## src/rtl/refclk_pkg.sv

```systemverilog
// Shared constants and types for the fractional reference clock bank.
// Assumes a byte-per-channel layout with the stop bit at the top of the byte.
package refclk_pkg;

    localparam int LANE_W   = 8;    // bits per channel in the control word
    localparam int FRAC_W   = 6;    // width of the fraction field
    localparam int STEP     = 18;   // accumulator increment per source cycle
    localparam int FRAC_LO  = 18;   // smallest usable fraction
    localparam int FRAC_HI  = 35;   // largest usable fraction
    localparam int STOP_BIT = LANE_W - 1;

    // Kind of write selected by the write address
    typedef enum logic [1:0] {
        OP_REPLACE = 2'd0,
        OP_SET     = 2'd1,
        OP_CLEAR   = 2'd2,
        OP_NONE    = 2'd3
    } reg_op_e;

    // Reset lane: stopped, fraction at the low limit
    localparam logic [LANE_W-1:0] LANE_RESET =
        LANE_W'((1 << STOP_BIT) | FRAC_LO);

endpackage

```

## src/rtl/refclk_ctrl_reg.sv

```systemverilog
// Control word with replace, set-bits and clear-bits writes.
// Assumes a single-cycle write strobe synchronous to clk.
module refclk_ctrl_reg
    import refclk_pkg::*;
#(
    parameter int                WORD_W    = 32,
    parameter logic [WORD_W-1:0] RESET_VAL = '0
) (
    input  logic              clk,
    input  logic              rst_n,
    input  logic              wr_en,
    input  logic [1:0]        wr_addr,
    input  logic [WORD_W-1:0] wr_data,
    output logic [WORD_W-1:0] word
);

    // Apply the selected write kind to the stored word
    always_ff @(posedge clk) begin
        if (!rst_n) begin
            word <= RESET_VAL;
        end else if (wr_en) begin
            case (reg_op_e'(wr_addr))
                OP_REPLACE: word <= wr_data;
                OP_SET:     word <= word | wr_data;
                OP_CLEAR:   word <= word & ~wr_data;
                default:    word <= word;
            endcase
        end
    end

endmodule

```

## src/rtl/refclk_frac_clamp.sv

```systemverilog
// Limits a raw fraction field to the usable range [LO, HI].
// Purely combinational; assumes LO <= HI and both fit in W bits.
module refclk_frac_clamp #(
    parameter int W  = 6,
    parameter int LO = 18,
    parameter int HI = 35
) (
    input  logic [W-1:0] raw,
    output logic [W-1:0] eff
);

    // Saturate to the nearer limit
    always_comb begin
        if (raw < W'(LO))      eff = W'(LO);
        else if (raw > W'(HI)) eff = W'(HI);
        else                   eff = raw;
    end

endmodule

```

## src/rtl/refclk_channel.sv

```systemverilog
// One fractional divider: adds STEP every cycle and emits a pulse whenever
// the sum reaches the fraction, subtracting it. Assumes fraction >= STEP so
// at most one pulse per cycle. A stop holds the phase at zero.
module refclk_channel
    import refclk_pkg::*;
(
    input  logic              clk,
    input  logic              rst_n,
    input  logic              stop,
    input  logic [FRAC_W-1:0] frac_raw,
    output logic              pulse
);

    localparam int SUM_W = FRAC_W + 1;

    logic [FRAC_W-1:0] frac_eff;
    logic [SUM_W-1:0]  acc;
    logic [SUM_W-1:0]  sum;
    logic [SUM_W-1:0]  limit;

    refclk_frac_clamp #(
        .W  (FRAC_W),
        .LO (FRAC_LO),
        .HI (FRAC_HI)
    ) u_clamp (
        .raw (frac_raw),
        .eff (frac_eff)
    );

    // Candidate phase after this cycle's increment
    always_comb begin
        limit = {1'b0, frac_eff};
        sum   = acc + SUM_W'(STEP);
    end

    // Advance the phase and register the enable pulse
    always_ff @(posedge clk) begin
        if (!rst_n || stop) begin
            acc   <= '0;
            pulse <= 1'b0;
        end else if (sum >= limit) begin
            acc   <= sum - limit;
            pulse <= 1'b1;
        end else begin
            acc   <= sum;
            pulse <= 1'b0;
        end
    end

endmodule

```

## src/rtl/refclk_bank.sv

```systemverilog
// Bank of N_CH fractional clock-enable channels sharing one control word,
// one byte per channel. Assumes all logic runs on the source clock.
module refclk_bank
    import refclk_pkg::*;
#(
    parameter int N_CH = 4
) (
    input  logic                     clk,
    input  logic                     rst_n,
    input  logic                     wr_en,
    input  logic [1:0]               wr_addr,
    input  logic [N_CH*LANE_W-1:0]   wr_data,
    output logic [N_CH*LANE_W-1:0]   rd_data,
    output logic [N_CH-1:0]          ch_en
);

    localparam int WORD_W = N_CH * LANE_W;
    localparam logic [WORD_W-1:0] WORD_RESET = {N_CH{LANE_RESET}};

    logic [WORD_W-1:0] word;

    refclk_ctrl_reg #(
        .WORD_W    (WORD_W),
        .RESET_VAL (WORD_RESET)
    ) u_reg (
        .clk     (clk),
        .rst_n   (rst_n),
        .wr_en   (wr_en),
        .wr_addr (wr_addr),
        .wr_data (wr_data),
        .word    (word)
    );

    assign rd_data = word;

    // One divider per byte lane
    for (genvar n = 0; n < N_CH; n++) begin : g_ch
        refclk_channel u_ch (
            .clk      (clk),
            .rst_n    (rst_n),
            .stop     (word[n*LANE_W + STOP_BIT]),
            .frac_raw (word[n*LANE_W +: FRAC_W]),
            .pulse    (ch_en[n])
        );
    end

endmodule

```

## config.mk

```make
export PLATFORM = sky130hd
export DESIGN_NAME = refclk_bank
export DESIGN_NICKNAME = d
export VERILOG_FILES = /design/src/rtl/refclk_pkg.sv /design/src/rtl/refclk_ctrl_reg.sv /design/src/rtl/refclk_frac_clamp.sv /design/src/rtl/refclk_channel.sv /design/src/rtl/refclk_bank.sv
export SDC_FILE = /design/constraint.sdc
export NUM_CORES = 1
export LEC_CHECK = 0
export BUFFER_PORTS_ARGS = -buffer_cell sky130_fd_sc_hd__buf_4
export CAP_MARGIN = 20
export CORE_MARGIN = 2
export CORE_UTILIZATION = 46
export CTS_CLUSTER_SIZE = 10
export DETAILED_ROUTE_END_ITERATION = 8
export GPL_TIMING_DRIVEN = 0
export PLACE_DENSITY = 0.67
export SYNTH_ARGS = -nofsm -noshare
export SYNTH_HDL_FRONTEND = slang
export SYNTH_SLANG_ARGS = --single-unit
```

## constraint.sdc

```tcl
create_clock -name clk -period 2.9 [get_ports clk]
set_input_delay 0.29 -clock clk [delete_from_list [all_inputs] [get_ports clk]]
set_output_delay 0.29 -clock clk [all_outputs]
set_load 0.03 [all_outputs]
```

# Word-level counts from Yosys, hierarchy flattened
# Cells that the tools add are included.
[totals]
regBits = 64
latch_bits = 0
ram_bits = 0
romBits = 0
inputBits = 37
out_inout_bits = 36
n_memories = 0
[classes]
n_addsub = 8
n_mul = 0
div_mod_pow = 0
magnitude_cmp = 12
n_eq_ne = 2
n_shift = 0
muxes = 17
n_bitwise = 3
reduce_logical = 8
[op_table]
columns = ["operator", "n"]
rows = [
  ["32-bit one-hot mux with 3 select lines", 1],
  ["6-bit two-way mux", 8],
  ["32-bit AND", 1],
  ["32-bit inverter", 1],
  ["32-bit bitwise OR", 1],
  ["7-bit by 5-bit adder with 7-bit output, second input constant", 4],
  ["7-bit by 6-bit >= comparator with 1-bit output", 4],
  ["7-bit two-way mux", 4],
  ["7-bit by 6-bit subtractor with 7-bit output", 4],
  ["6-bit greater-than comparator, second input constant", 4],
  ["6-bit by 5-bit < comparator with 1-bit output, second input constant", 4],
  ["1-bit logical OR", 4],
  ["1-bit two-way mux", 4],
  ["3-bit nonzero test", 1],
  ["2-bit by 1-bit == test with 1-bit output, second input constant", 1],
  ["2-bit == test, second input constant", 1],
  ["2-bit logical NOT", 1],
  ["2-bit AND reduction", 1],
  ["1-bit logical NOT", 1],
]

# Logic depth before layout (Yosys ltp)
[depth]
word_depth = 5
ltp_mapped = 11
depth_no_buf = 11

# Modules after synthesis
# Synthesis repeated with hierarchy kept, for this count alone.
[hier_totals]
cells_unflattened = 553
hier_area_um2 = 4911.0
[modules_own_cells]
columns = ["mod", "n_inst", "cells_per_inst", "area_each_um2"]
rows = [
  ["refclk_channel (g_ch[0].u_ch ...)", 3, 79, 696.9],
  ["refclk_ctrl_reg", 1, 192, 1834.3],
  ["refclk_channel (g_ch[3].u_ch)", 1, 80, 705.7],
  ["refclk_frac_clamp", 4, 11, 70.1],
]

# Worst setup path before layout
# OpenSTA, ideal clock, no wires.
[synth_timing]
path_kind = "register -> register"
start = "register u_reg.word[2]"
end = "register g_ch[0].u_ch.acc[4]"
setup_time_ns = 0.121
arrival_ns = 2.704
path_slack_ns = 0.075
path_stages_with_launch = 10
cell_sequence = "dfxtp_1 > or3_1 > mux2i_1 > and2_1 > ha_1 > nor2b_1 > o31a_1 > o31a_1 > nor3_4 > mux2_4"
[synth_via]
elab_chain_cells = 5
elab_cells_between_ends = 7
cone_classes = "add/sub (1); order compare (3); mux (3)"
[synth_rtl]
columns = ["item", "line_no", "text"]
rows = [
  ["start: declaration", "refclk_ctrl_reg.sv:14", "output logic [WORD_W-1:0] word"],
  ["start signal: assignment", "refclk_ctrl_reg.sv:23", "OP_REPLACE: word <= wr_data;"],
  ["start signal: assignment", "refclk_ctrl_reg.sv:24", "OP_SET: word <= word | wr_data;"],
  ["start signal: assignment", "refclk_ctrl_reg.sv:25", "OP_CLEAR: word <= word & ~wr_data;"],
  ["6-bit greater-than comparator", "refclk_frac_clamp.sv:15", "else if (raw > W'(HI)) eff = W'(HI);"],
  ["6-bit two-way mux", "refclk_frac_clamp.sv:15", ""],
  ["6-bit two-way mux (*)", "refclk_frac_clamp.sv:14", "if (raw < W'(LO)) eff = W'(LO);"],
  ["7-bit by 6-bit subtractor with 7-bit output or 7-bit by 6-bit >= comparator with 1-bit output (tied branches)", "refclk_channel.sv:42, refclk_channel.sv:41", ""],
  ["7-bit two-way mux (*)", "refclk_channel.sv:41", "end else if (sum >= limit) begin"],
  ["end signal: assignment", "refclk_channel.sv:42", "acc <= sum - limit;"],
  ["end signal: assignment", "refclk_channel.sv:45", "acc <= sum;"],
  ["end: declaration", "refclk_channel.sv:17", "logic [SUM_W-1:0] acc;"],
]
# Mark *: on every way between the ends. The rest lies on a longest branch, timed or not.
# A chain may end at the register's enable or synchronous reset.

# Final worst setup path
[layout_timing]
start = "register u_reg.word[5]"
end = "register g_ch[0].u_ch.acc[6]"
# The elaborated chain is that of the path after synthesis.

==> flow_results.xml <==
<?xml version="1.0" encoding="UTF-8"?>
<metrics>
  <group name="grt">
    <metric name="grt.overflow.total" unit="">0</metric>
    <metric name="gr-usage-all-layers" unit="">0.234</metric>
    <metric name="antenna_found_initial" unit="">0</metric>
    <metric name="pin_count_of_the_biggest_net_entering_global_routing" unit="">12</metric>
    <metric name="grt_pass1_wl" unit="µm">21500</metric>
    <metric name="grt_pass1_vias" unit="">4480</metric>
  </group>
  <group name="sta">
    <metric name="final_hold_viol_count" unit="">0</metric>
    <metric name="timing.clock.skew" unit="ns">0.00857</metric>
    <metric name="fin_ws" unit="ns">0.116</metric>
    <metric name="final.period_utilization" unit="">0.960</metric>
    <metric name="timing.final.max_slew_violations" unit="">0</metric>
    <metric name="setup-violations-final" unit="">0</metric>
    <metric name="max_slew_margin" unit="">0.579</metric>
    <metric name="post-route-min-period" unit="ns">2.78</metric>
    <metric name="worst_tran_pin_value" unit="ns">0.630</metric>
    <metric name="maxClockFrequency" unit="MHz">359</metric>
    <metric name="hold_ws" unit="ns">0.288</metric>
  </group>
  <group name="critical_path">
    <metric name="cp_class" unit="">reg -&gt; reg</metric>
    <metric name="crit_slowest_cell" unit="">sky130_fd_sc_hd__dfxtp_1</metric>
    <metric name="timing.critical_path.max_delay_family" unit="">compound AO/OA/AOI/OAI gates</metric>
    <metric name="crit_arrival" unit="ns">3.07</metric>
    <metric name="max_stage_delay" unit="ns">0.47</metric>
    <metric name="critPathCaptureType" unit="">flip-flop</metric>
    <metric name="count_of_buffering_cells_on_the_critical_path_with_inverters_included" unit="">2</metric>
    <metric name="worst_setup_path_start_kind" unit="">flip-flop</metric>
    <metric name="worstPathRequired" unit="ns">3.19</metric>
    <metric name="crit_path_frequent_cell" unit="">sky130_fd_sc_hd__inv_1</metric>
    <metric name="crit_path_cells" unit="">inv_1, a21oi_2, ha_1, inv_1, fa_1, a21o_1, o21ba_2, or3_1, a2111o_1, o2bb2ai_1</metric>
    <metric name="crit_path_max_fanout" unit="">6</metric>
  </group>
  <group name="placed_design">
    <metric name="cell_count_post_placement" unit="">830</metric>
    <metric name="preCtsSetupSlack" unit="ns">-0.0443</metric>
    <metric name="placed_area" unit="µm²">5570</metric>
    <metric name="port_buffers" unit="">72</metric>
    <metric name="routabilityCongestion" unit="">0.890</metric>
    <metric name="hpwl" unit="µm">9810</metric>
  </group>
  <group name="route">
    <metric name="dr.pass1.iters" unit="">4</metric>
    <metric name="routed_wire_length_per_instance" unit="µm">15.2</metric>
    <metric name="drt_first_iter_violations" unit="">284</metric>
    <metric name="detail_route.wirelength" unit="µm">12900</metric>
    <metric name="vias_per_instance" unit="">5.54</metric>
    <metric name="ant_nets" unit="">0</metric>
    <metric name="route.vias.total" unit="">4694</metric>
    <metric name="post-route-drc-count" unit="">0</metric>
  </group>
  <group name="cells_and_area">
    <metric name="area_growth" unit="%">20.7</metric>
    <metric name="layout.cells.most_common_list" unit="">sky130_fd_sc_hd__buf_4 (82), sky130_fd_sc_hd__o21ai_0 (68), sky130_fd_sc_hd__dfxtp_1 (61)</metric>
    <metric name="most_common_cell_after_layout_fill_and_taps_aside" unit="">sky130_fd_sc_hd__buf_4</metric>
    <metric name="instances_no_fill" unit="">848</metric>
    <metric name="diode_count" unit="">0</metric>
    <metric name="area_of_combinational_cells_with_multiple_inputs" unit="µm²">3220</metric>
    <metric name="filler_instances" unit="">985</metric>
    <metric name="design_area" unit="µm²">5860</metric>
    <metric name="post-route-util" unit="">0.570</metric>
    <metric name="regArea" unit="µm²">1280</metric>
    <metric name="fin_nets" unit="">787</metric>
    <metric name="post_route_cells_drive_above_1_share" unit="">0.173</metric>
  </group>
  <group name="logic_synthesis">
    <metric name="post-synth-top-area-fraction" unit="">0.264</metric>
    <metric name="synthTopCellsByArea" unit="">sky130_fd_sc_hd__dfxtp_1 (26%), sky130_fd_sc_hd__ha_1 (10%), sky130_fd_sc_hd__o21ai_0 (7.0%), sky130_fd_sc_hd__a211oi_1 (4.9%), sky130_fd_sc_hd__a21oi_1 (4.8%)</metric>
    <metric name="synth_top_area_cell" unit="">sky130_fd_sc_hd__dfxtp_1</metric>
    <metric name="synthesis.yosys.warnings" unit="">0</metric>
    <metric name="synth-edff-count" unit="">0</metric>
    <metric name="mappedNetlistArea" unit="µm²">4850</metric>
    <metric name="async_reset_ff_frac" unit="">0</metric>
    <metric name="mappedNetlistNets" unit="">702</metric>
    <metric name="yosysSeqAreaShare" unit="">0.264</metric>
    <metric name="postSynthAreaPerCell" unit="µm²">7.80</metric>
    <metric name="ys_seq_elements" unit="">64</metric>
    <metric name="synth_ff_type" unit="">sky130_fd_sc_hd__dfxtp_1</metric>
    <metric name="post_synth_num_cell_types" unit="">60</metric>
    <metric name="cell_count_after_synthesis" unit="">622</metric>
  </group>
  <group name="hold_path">
    <metric name="timing.hold.worst.class" unit="">in -&gt; reg</metric>
  </group>
  <group name="floorplan">
    <metric name="ios" unit="">73</metric>
    <metric name="start_util" unit="">0.472</metric>
    <metric name="fp.coreArea" unit="µm²">10300</metric>
    <metric name="dieHeight" unit="µm">107</metric>
    <metric name="design.die.area" unit="µm²">11400</metric>
    <metric name="die_w" unit="µm">107</metric>
    <metric name="floorplan.rows" unit="">37</metric>
  </group>
  <group name="clocking">
    <metric name="clock_tree.buffer_depth" unit="">2</metric>
    <metric name="cts.hold.buffers_added" unit="">0</metric>
    <metric name="clkSlewWorstSetupHoldPaths" unit="ns">0.07</metric>
    <metric name="h_tree_depth" unit="">3</metric>
    <metric name="cts_tree" unit="">done</metric>
    <metric name="cts-buffers-inserted" unit="">9</metric>
    <metric name="cts.root.buffer_cell" unit="">sky130_fd_sc_hd__clkbuf_8</metric>
    <metric name="clock_insertion_delay_worst_skew" unit="ns">0.36</metric>
    <metric name="tritoncts_num_sinks" unit="">64</metric>
  </group>
  <group name="pwr">
    <metric name="worst_ir_drop_vdd" unit="V">0.000218</metric>
    <metric name="p_per_area" unit="nW/µm²">578</metric>
    <metric name="cellLeakagePower" unit="nW">2.62</metric>
  </group>
  <group name="outcome">
    <metric name="status" unit="">completed</metric>
  </group>
  <group name="flow_run">
    <metric name="max_cap_check_violation_count" unit="">0</metric>
  </group>
</metrics>
==> logic make-up (layout without fill, tap and decap cells) <==
logic type / count (synthesis) / in the layout / share of synthesized area
compound gates: 211 / 211 / 0.276
simple gates: 182 / 182 / 0.209
buf+inv: 93 / 183 / 0.0781
flops: 64 / 64 / 0.264
fa+ha+maj: 43 / 43 / 0.117
xor+xnor: 18 / 18 / 0.0325
mux: 11 / 11 / 0.0240
==> cells in the mapped netlist (2+ instances only) <==
| master | number |
|---|---|
| sky130_fd_sc_hd__o31ai_1 | 8 |
| sky130_fd_sc_hd__ha_1 | 39 |
| sky130_fd_sc_hd__nand4_1 | 4 |
| sky130_fd_sc_hd__nor3b_1 | 2 |
| sky130_fd_sc_hd__o211a_1 | 2 |
| sky130_fd_sc_hd__a31o_2 | 4 |
| sky130_fd_sc_hd__o21a_1 | 6 |
| sky130_fd_sc_hd__a21oi_1 | 47 |
| sky130_fd_sc_hd__nor3_1 | 10 |
| sky130_fd_sc_hd__or2_2 | 2 |
| sky130_fd_sc_hd__buf_1 | 3 |
| sky130_fd_sc_hd__o21ai_0 | 68 |
| sky130_fd_sc_hd__a21o_1 | 5 |
| sky130_fd_sc_hd__dfxtp_1 | 64 |
| sky130_fd_sc_hd__a211oi_1 | 32 |
| sky130_fd_sc_hd__nand2_1 | 53 |
| sky130_fd_sc_hd__nand2b_1 | 5 |
| sky130_fd_sc_hd__nor2b_1 | 29 |
| sky130_fd_sc_hd__clkbuf_1 | 25 |
| sky130_fd_sc_hd__o21ba_2 | 2 |
| sky130_fd_sc_hd__nand3_1 | 9 |
| sky130_fd_sc_hd__nor4_1 | 4 |
| sky130_fd_sc_hd__fa_1 | 4 |
| sky130_fd_sc_hd__xor2_1 | 9 |
| sky130_fd_sc_hd__o221ai_1 | 3 |
| sky130_fd_sc_hd__nor2_1 | 20 |
| sky130_fd_sc_hd__inv_1 | 57 |
| sky130_fd_sc_hd__xnor2_1 | 9 |
| sky130_fd_sc_hd__and2_1 | 6 |
| sky130_fd_sc_hd__a31oi_1 | 3 |
| sky130_fd_sc_hd__o31a_1 | 4 |
| sky130_fd_sc_hd__and3b_1 | 20 |
| sky130_fd_sc_hd__buf_4 | 8 |
| sky130_fd_sc_hd__a22oi_1 | 12 |
| sky130_fd_sc_hd__and4_1 | 2 |
| sky130_fd_sc_hd__mux2i_1 | 9 |
| sky130_fd_sc_hd__o21bai_1 | 2 |
| sky130_fd_sc_hd__or3_1 | 9 |
==> sequential cells by signal, indices dropped and copies added (netlist names) <==
| name | count |
|---|---|
| g_ch.u_ch.acc | 28 |
| g_ch.u_ch.pulse | 4 |
| u_reg.word | 32 |
==> per-stage QoR <==
stage | TNS, ns | power (mW)
after detailed placement | -0.0443 | 2.34
after global placement | 0 | 2.31
after CTS | 0 | 3.36
final | 0 | 3.39
after floorplan | 0 | 2.01
after global routing | -0.00309 | 3.61
==> power breakdown <==
part	internal, mW	switching [mW]	leakage (nW)	total [mW]
logic	0.592	0.784	1.97	1.38
registers	0.944	0.0703	0.523	1.01
clock network	0.617	0.379	0.126	0.996
total	2.15	1.23	2.62	3.39
==> per-layer routing <==
layer  vias up  GRT usage  share of wire
met5         -          0              0
met2        99      0.374           0.46
li1       2399          -              -
met4         0     0.0863          0.017
met1      2182      0.310           0.47
met3        14     0.0523          0.054
==> path summary, 6_finish.rpt <==
check / start / end / slack [ns] / depth (start not counted)
worst min register to register: g_ch[0].u_ch.acc[0] / g_ch[0].u_ch.acc[0] / 0.47 / 2
worst max register to register: u_reg.word[5] / g_ch[0].u_ch.acc[6] / 0.12 / 10
worst min-delay path: wr_data[14] / u_reg.word[14] / 0.29 / 3
worst max-delay path: u_reg.word[5] / g_ch[0].u_ch.acc[6] / 0.12 / 10
==> worst reg2reg max path: stages (launching register included) <==
cell	delay [ns]
sky130_fd_sc_hd__dfxtp_1	0.47
sky130_fd_sc_hd__inv_1	0.17
sky130_fd_sc_hd__a21oi_2	0.20
sky130_fd_sc_hd__ha_1	0.17
sky130_fd_sc_hd__inv_1	0.05
sky130_fd_sc_hd__fa_1	0.40
sky130_fd_sc_hd__a21o_1	0.22
sky130_fd_sc_hd__o21ba_2	0.21
sky130_fd_sc_hd__or3_1	0.33
sky130_fd_sc_hd__a2111o_1	0.37
sky130_fd_sc_hd__o2bb2ai_1	0.13
==> layout make-up <==
type | instances | area share
buffer | 36 | 0.0282
clock buffer | 11 | 0.0258
clock inverter | 5 | 0.0175
inverter | 57 | 0.0365
multi-input combinational | 465 | 0.549
sequential | 64 | 0.219
tap | 136 | 0.0290
timing repair buffer | 74 | 0.0948
==> repair_timing <==
item	4_1_cts	5_1_grt
pin swaps	1	0
setup buffers	2	0
resized for setup	0	9
setup endpoints to repair	1	13
Note: power is estimated with default switching activity, not from simulation.
